<file path="src/rtl/pll_stat_pkg.sv">
package pll_stat_pkg;

    localparam int unsigned STAT_DATA_W  = 32;
    localparam int unsigned STAT_REF_POS = 5;
    localparam int unsigned STAT_STK_POS = 4;
    localparam int unsigned STAT_LCK_POS = 3;
    localparam int unsigned STAT_LOC_POS = 2;

    typedef enum logic [1:0] {
        MODE_CRYSTAL = 2'd0,
        MODE_EXTCLK  = 2'd1,
        MODE_BYPASS  = 2'd2,
        MODE_DUAL    = 2'd3
    } strap_mode_e;

    typedef struct packed {
        logic ref_xtal;
        logic bypass;
        logic sticky;
        logic armed;
        logic lock;
        logic lock_prev;
        logic loc_flag;
    } stat_state_t;

endpackage

</file>
<file path="src/rtl/pll_stat_sync.sv">
module pll_stat_sync #(
    parameter int unsigned WIDTH  = 2,
    parameter int unsigned STAGES = 2
) (
    input  logic             clk,
    input  logic             rst_n,
    input  logic [WIDTH-1:0] async_in,
    output logic [WIDTH-1:0] sync_out
);

    localparam int unsigned LAST = STAGES - 1;

    for (genvar b = 0; b < WIDTH; b++) begin : g_bit
        logic [STAGES-1:0] chain_d;
        logic [STAGES-1:0] chain_q;

        always_comb begin
            if (!rst_n) begin
                chain_d = '0;
            end else if (STAGES > 1) begin
                chain_d = {chain_q[STAGES-2:0], async_in[b]};
            end else begin
                chain_d = async_in[b];
            end
        end

        always_ff @(posedge clk) begin
            chain_q <= chain_d;
        end

        assign sync_out[b] = chain_q[LAST];
    end

endmodule

</file>
<file path="src/rtl/pll_stat_core.sv">
module pll_stat_core
    import pll_stat_pkg::*;
(
    input  logic        clk,
    input  logic        rst_n,
    input  strap_mode_e strap,
    input  logic        lock_s,
    input  logic        loc_s,
    input  logic        clr_req,
    input  logic        rearm_req,
    output stat_state_t st_q
);

    stat_state_t st_d;
    logic        lock_fall;
    logic        rearm_ok;

    always_comb begin
        st_d      = st_q;
        lock_fall = st_q.lock_prev & ~lock_s;
        rearm_ok  = rearm_req & ~st_q.bypass;
        if (!rst_n) begin
            st_d.ref_xtal  = (strap == MODE_CRYSTAL);
            st_d.bypass    = (strap == MODE_BYPASS);
            st_d.sticky    = (strap != MODE_BYPASS);
            st_d.armed     = 1'b0;
            st_d.lock      = 1'b0;
            st_d.lock_prev = 1'b0;
            st_d.loc_flag  = 1'b0;
        end else begin
            st_d.lock_prev = lock_s;
            st_d.lock      = lock_s & ~st_q.bypass;
            if (rearm_ok) begin
                st_d.armed = 1'b1;
            end
            if (lock_fall) begin
                st_d.sticky = 1'b0;
            end else if ((st_q.armed | rearm_ok) & lock_s & ~st_q.bypass) begin
                st_d.sticky = 1'b1;
                st_d.armed  = 1'b0;
            end
            if (loc_s) begin
                st_d.loc_flag = 1'b1;
            end else if (clr_req) begin
                st_d.loc_flag = 1'b0;
            end
        end
    end

    always_ff @(posedge clk) begin
        st_q <= st_d;
    end

endmodule

</file>
<file path="src/rtl/pll_stat_rdword.sv">
module pll_stat_rdword #(
    parameter int unsigned DATA_W  = 32,
    parameter int unsigned REF_POS = 5,
    parameter int unsigned STK_POS = 4,
    parameter int unsigned LCK_POS = 3,
    parameter int unsigned LOC_POS = 2
) (
    input  logic              clk,
    input  logic              rst_n,
    input  logic              ref_bit,
    input  logic              stk_bit,
    input  logic              lck_bit,
    input  logic              loc_bit,
    output logic [DATA_W-1:0] rd_word
);

    logic [DATA_W-1:0] word_d;
    logic [DATA_W-1:0] word_q;

    always_comb begin
        word_d = '0;
        if (rst_n) begin
            word_d[REF_POS] = ref_bit;
            word_d[STK_POS] = stk_bit;
            word_d[LCK_POS] = lck_bit;
            word_d[LOC_POS] = loc_bit;
        end
    end

    always_ff @(posedge clk) begin
        word_q <= word_d;
    end

    assign rd_word = word_q;

endmodule

</file>
<file path="src/rtl/pll_stat_reg.sv">
module pll_stat_reg
    import pll_stat_pkg::*;
#(
    parameter int unsigned DATA_W      = STAT_DATA_W,
    parameter int unsigned SYNC_STAGES = 2,
    parameter int unsigned REF_POS     = STAT_REF_POS,
    parameter int unsigned STK_POS     = STAT_STK_POS,
    parameter int unsigned LCK_POS     = STAT_LCK_POS,
    parameter int unsigned LOC_POS     = STAT_LOC_POS
) (
    input  logic              clk,
    input  logic              rst_n,
    input  logic [1:0]        strap_mode,
    input  logic              lock_raw,
    input  logic              loc_raw,
    input  logic              wr_en,
    input  logic [DATA_W-1:0] wr_data,
    input  logic              wr_div_chg,
    input  logic              mod_en_evt,
    output logic [DATA_W-1:0] rd_data,
    output logic              irq
);

    localparam int unsigned N_ASYNC = 2;

    logic [N_ASYNC-1:0] raw_vec;
    logic [N_ASYNC-1:0] syn_vec;
    stat_state_t        st;
    logic               clr_req;
    logic               rearm_req;

    assign raw_vec   = {loc_raw, lock_raw};
    assign clr_req   = wr_en & wr_data[LOC_POS];
    assign rearm_req = (wr_en & wr_div_chg) | mod_en_evt;

    pll_stat_sync #(
        .WIDTH  (N_ASYNC),
        .STAGES (SYNC_STAGES)
    ) u_sync (
        .clk      (clk),
        .rst_n    (rst_n),
        .async_in (raw_vec),
        .sync_out (syn_vec)
    );

    pll_stat_core u_core (
        .clk       (clk),
        .rst_n     (rst_n),
        .strap     (strap_mode_e'(strap_mode)),
        .lock_s    (syn_vec[0]),
        .loc_s     (syn_vec[1]),
        .clr_req   (clr_req),
        .rearm_req (rearm_req),
        .st_q      (st)
    );

    pll_stat_rdword #(
        .DATA_W  (DATA_W),
        .REF_POS (REF_POS),
        .STK_POS (STK_POS),
        .LCK_POS (LCK_POS),
        .LOC_POS (LOC_POS)
    ) u_rd (
        .clk     (clk),
        .rst_n   (rst_n),
        .ref_bit (st.ref_xtal),
        .stk_bit (st.sticky),
        .lck_bit (st.lock),
        .loc_bit (st.loc_flag),
        .rd_word (rd_data)
    );

    assign irq = st.loc_flag;

endmodule

</file>
<file path="config.mk">
export PLATFORM = sky130hd
export DESIGN_NAME = pll_stat_reg
export DESIGN_NICKNAME = d
export VERILOG_FILES = /design/src/rtl/pll_stat_pkg.sv /design/src/rtl/pll_stat_sync.sv /design/src/rtl/pll_stat_core.sv /design/src/rtl/pll_stat_rdword.sv /design/src/rtl/pll_stat_reg.sv
export SDC_FILE = /design/constraint.sdc
export NUM_CORES = 1
export LEC_CHECK = 0
export BUFFER_PORTS_ARGS = -buffer_cell sky130_fd_sc_hd__buf_2
export CAP_MARGIN = 20
export CELL_PAD_IN_SITES_DETAIL_PLACEMENT = 1
export CELL_PAD_IN_SITES_GLOBAL_PLACEMENT = 2
export CORE_MARGIN = 3
export CORE_UTILIZATION = 17
export CTS_CLUSTER_SIZE = 12
export DETAILED_ROUTE_END_ITERATION = 16
export PLACE_DENSITY = 0.75
export SLEW_MARGIN = 10
export SYNTH_ARGS = -nofsm -noshare
export SYNTH_HDL_FRONTEND = slang
export SYNTH_SLANG_ARGS = --single-unit
export TNS_END_PERCENT = 100
</file>
<file path="constraint.sdc">
create_clock -name clk -period 1.35 [get_ports clk]
set_input_delay 0 -clock clk [delete_from_list [all_inputs] [get_ports clk]]
set_output_delay 0 -clock clk [all_outputs]
set_load 0.05 [all_outputs]
</file>
## Yosys cells after proc, flatten, opt, wreduce, memory -nomap -nowiden

Cells that the tools add are included.

| operators by class | value |
|---|---|
| bitwise logic cells | 11 |
| eq/ne operators | 3 |
| reductions and logical operators | 2 |
| muxes and demuxes | 7 |

Operator list:

| kind | number |
|---|---|
| $and 1x1->1 | 7 |
| $mux 1 | 5 |
| $mux 5 | 1 |
| $ne 3x1->1 const B | 1 |
| $eq 2x2->1 const B | 1 |
| $logic_not 2->1 | 1 |
| $mux 2 | 1 |
| $ne 2x2->1 const B | 1 |
| $not 1->1 | 2 |
| $or 1x1->1 | 2 |
| $reduce_bool 2->1 | 1 |

| word-level totals | value |
|---|---|
| output and inout port bits | 33 |
| flip-flop bits (word level) | 15 |
| word-level logic and storage cells | 33 |
| bits of input ports | 41 |

## Depth between registers and ports, before layout

| depth | value |
|---|---|
| depth after elaboration | 9 |
| gate-level depth with buffers | 2 |
| mapped depth without buffers | 2 |

## Cells and area by module

Synthesis repeated with hierarchy kept, for this count alone.

| second synthesis, totals | value |
|---|---|
| cells, all modules | 72 |
| area total of the unflattened synthesis | 724.4 um^2 |

Modules (own cells, without submodules):

| module | instances | sequential area each (um^2) | area each (um^2) | cells each |
|---|---|---|---|---|
| pll_stat_rdword | 1 | 80.1 | 319.1 | 37 |
| pll_stat_core | 1 | 170.2 | 271.5 | 23 |
| pll_stat_sync | 1 | 80.1 | 120.1 | 10 |
| pll_stat_reg | 1 | 0.0 | 13.8 | 2 |

## Worst setup path after synthesis

OpenSTA, ideal clock, no wires.

| path | value |
|---|---|
| path type | register to register |
| from | register, netlist name u_core.st_q[0] |
| to | register u_core.st_q[0] (netlist name) |
| setup slack | 0.348 ns |
| arrival | 0.944 ns |
| cell stages (with the launch flop) | 3 |
| data required time | 1.292 ns |
| clock period less this slack | 1.002 ns |
| buffers on the path | 0 |
| library setup time | 0.058 ns |
| path through | dfxtp_1 a21boi_0 o21a_1 |

RTL lines:

| item | RTL line | RTL |
|---|---|---|
| end signal, assigned | pll_stat_core.sv:51 | `st_q <= st_d;` |
| end, declared | pll_stat_core.sv:11 | `output stat_state_t st_q` |

## Worst setup path in the final report

| path | value |
|---|---|
| from | register u_core.st_q[5] (netlist name) |
| to | register u_core.st_q[4] (netlist name), enable pin |

| on the way | value |
|---|---|
| longest elaborated chain between the ends | 6 |

RTL lines:

| item | RTL line | RTL |
|---|---|---|
| $not 1->1 * | pll_stat_core.sv:21, pll_stat_core.sv:38 |  |
| $and 1x1->1 | pll_stat_core.sv:21 | `rearm_ok = rearm_req & ~st_q.bypass;` |
| $or 1x1->1 | pll_stat_core.sv:38 | `end else if ((st_q.armed \| rearm_ok) & lock_s & ~st_q.bypass) begin` |
| $and 1x1->1 | pll_stat_core.sv:38 |  |
| $and 1x1->1 * | pll_stat_core.sv:38 |  |
| $ne 3x1->1 (no line) * | - |  |

Mark *: on every way between the ends. The rest lies on a longest branch, timed or not.
A chain may end at the register's enable or synchronous reset.

==> key figures <==
Logic synthesis
  – Post-synthesis sequential area ratio: 46.4%
  – Mapped Area: 712 um^2
  – Ys flop type: dfxtp_1
  – Synth unique cells: 20
  – Number of synthesized flops with an enable pin: 3
  – Avg Inst Size Synth: 10.3 um^2
  – Syn. warnings: 0
  – Post-synthesis async set-or-reset flop share: 0%
  – Cells after synthesis: 69
  – #FFs+latches synth: 15

Timing
  – RSZ-0062 raised after global routing: false
  – Fin Setup TNS: 0 ns
  – Final cycle utilization of the critical path: 78.8%
  – Worst Skew: 0.00340 ns
  – Hold Vio Cnt, Final: 0
  – Final Max Slew Viols: 0
  – Min cycle time layout: 1.06 ns
  – Final worst slack: 0.287 ns
  – Max Clk Rate: 940 MHz
  – Final setup violation count: 0

Worst setup path
  – Worst r2r path cells: 2
  – Worst EP required: 1.29 ns
  – Critical path class: reg -> reg
  – Worst Setup SP: u_core.st_q[5]
  – FF-to-FF setup slack: 0.29 ns
  – Crit end category: flip-flop
  – Reg2Reg Capture Point: u_core.st_q[4]
  – Startpoint type of the worst setup path: flip-flop
  – Reg2reg start: u_core.st_q[5]
  – Worst Path Max Fanout: 3
  – Worst path arrival time: 1.01 ns

Place
  – Placer Congestion: 0.733
  – HPWL after DPL: 902 um
  – # port buffers: 14
  – Dpl ws: 0.290 ns

Worst hold path
  – End of the worst hold path: u_core.st_q[6]
  – HP Class: in -> reg
  – Hold Crit Depth: 2
  – Min-delay src: strap_mode[1]

Die
  – Core Footprint: 3850 um^2
  – Row count: 22
  – IO Count: 74
  – Die X: 70.7 um
  – Die ar.: 5000 um^2
  – Initial Util: 18.5%
  – Chip height: 70.7 um

CTS
  – Number of CTS-inserted buffers: 3
  – Number of H-tree levels: 1
  – Post_cts resized: 0
  – Later-pin clock latency in the skew report: 0.25 ns
  – Root Buffer: clkbuf_8
  – Post-CTS repair timing setup buffer count: 0
  – Hold buffers post-CTS: 2
  – CTS tree: built
  – Longest Clk Path Bufs: 2
  – Sink Count: 15
  – Clock slew at reported path FFs: 0.06 ns

Final layout
  – Filler cells: 467
  – Layout Nets: 129
  – Synth-to-Final Area Change: 11.6%
  – Area occupied by multi-input gates: 256 um^2
  – ANT cells: 0
  – Most frequent cells in the layout: conb_1, buf_2, dfxtp_1
  – Storage element area: 330 um^2
  – Layout cells sized above 1: 25.3%
  – Leading cell type in the layout, fill and taps excluded: conb_1

Global route
  – Global Route Usage Sum: 4.47%
  – Largest net degree at the start of global routing: 17
  – Initial antenna violation count: 0
  – First-pass GRT wire length: 1710 um
  – Vias in the first global route: 407
  – Overflow after GRT: 0

Detailed routing
  – Routed len/inst: 8.42 um
  – Vias per inst: 3.10
  – Drt total wl: 1140 um
  – 1st-iter DRT viols: 19
  – Vias: 418
  – # DRC: 0
  – Antenna Nets Post-Route: 0
  – Pre-antenna DRT Iters: 4

Run status
  – Status: finished, final reports clean

Power
  – PwrDens: 1390 nW/um^2
  – Leakage power: 0.383 nW
  – Worst VDD drop: 349 uV

Run
  – Max-Cap Viols: 0
==> synth_stat cells, types with 3 or more instances <==
cell / n / share of area (%)
and2_2: 3 / 3.2
buf_4: 28 / 30
and2_1: 6 / 5.3
edfxtp_1: 3 / 13
dfxtp_1: 12 / 34
inv_1: 3 / 1.6
==> cell type report <==
class	count	area share (%)
clock inverters	1	0.630
inverters	3	1.42
clock buffers	3	5.20
repair buffers	16	11.3
multi-input cells	49	32.3
flip-flops and latches	15	41.6
well taps	48	7.56
==> kinds of logic (layout without fill, tap and decap cells) <==
group,count (synthesis),in the layout,synth area share (%)
buf+inv,32,23,31.8
flops,15,15,46.4
simple gates,14,14,12.8
compound gates,7,7,8.44
other cells,1,28,0.527
==> how the worst max path moves through the flow <==
stage                           to  slack, ns  cells after the start
floorplan           u_core.st_q[0]       0.35                      2
global placement    u_core.st_q[4]       0.33                      2
detailed placement  u_core.st_q[4]       0.29                      2
CTS                 u_core.st_q[4]       0.28                      2
global route        u_core.st_q[4]       0.22                      2
finish              u_core.st_q[4]       0.29                      2
==> power by group <==
group / switching, mW / internal (mW) / leakage, nW
logic: 0.220 / 0.0357 / 0.230
clock network: 0.153 / 0.204 / 0.0255
registers: 0.00878 / 0.482 / 0.128
total: 0.382 / 0.722 / 0.383
==> per-layer routing <==
metal	routed length [um]	share of wire, %	GRT usage, %	vias to the layer above
met1	417	37	4.36	186
met5	0	0	0	-
li1	-	-	-	200
met4	0	0	0.626	0
met2	518	46	7.72	32
met3	201	18	3.41	0
==> metrics by stage <==
stage	hold WS, ns	utilization [%]	instances	power (mW)	instance area, um^2
floorplan	0.127	-	96	0.783	813
global placement	0.217	18.9	129	0.746	728
detailed placement	0.212	18.9	129	0.750	728
CTS	0.0291	20.6	135	1.12	795
global route	0.0452	20.6	135	1.15	795
finish	0.0343	20.6	135	1.10	795
==> worst max-delay path: stages, from the launching register on <==
cell,delay [ns]
edfxtp_1,0.41
nand2b_1,0.18
o221ai_1,0.17
==> registers in the layout (all words and copies together), names as in the netlist <==
name and flops:
u_core.st_q 7, u_rd.rd_word 4, u_sync.g_bit.chain_q 4
Note: power is estimated with default switching activity, not from simulation.
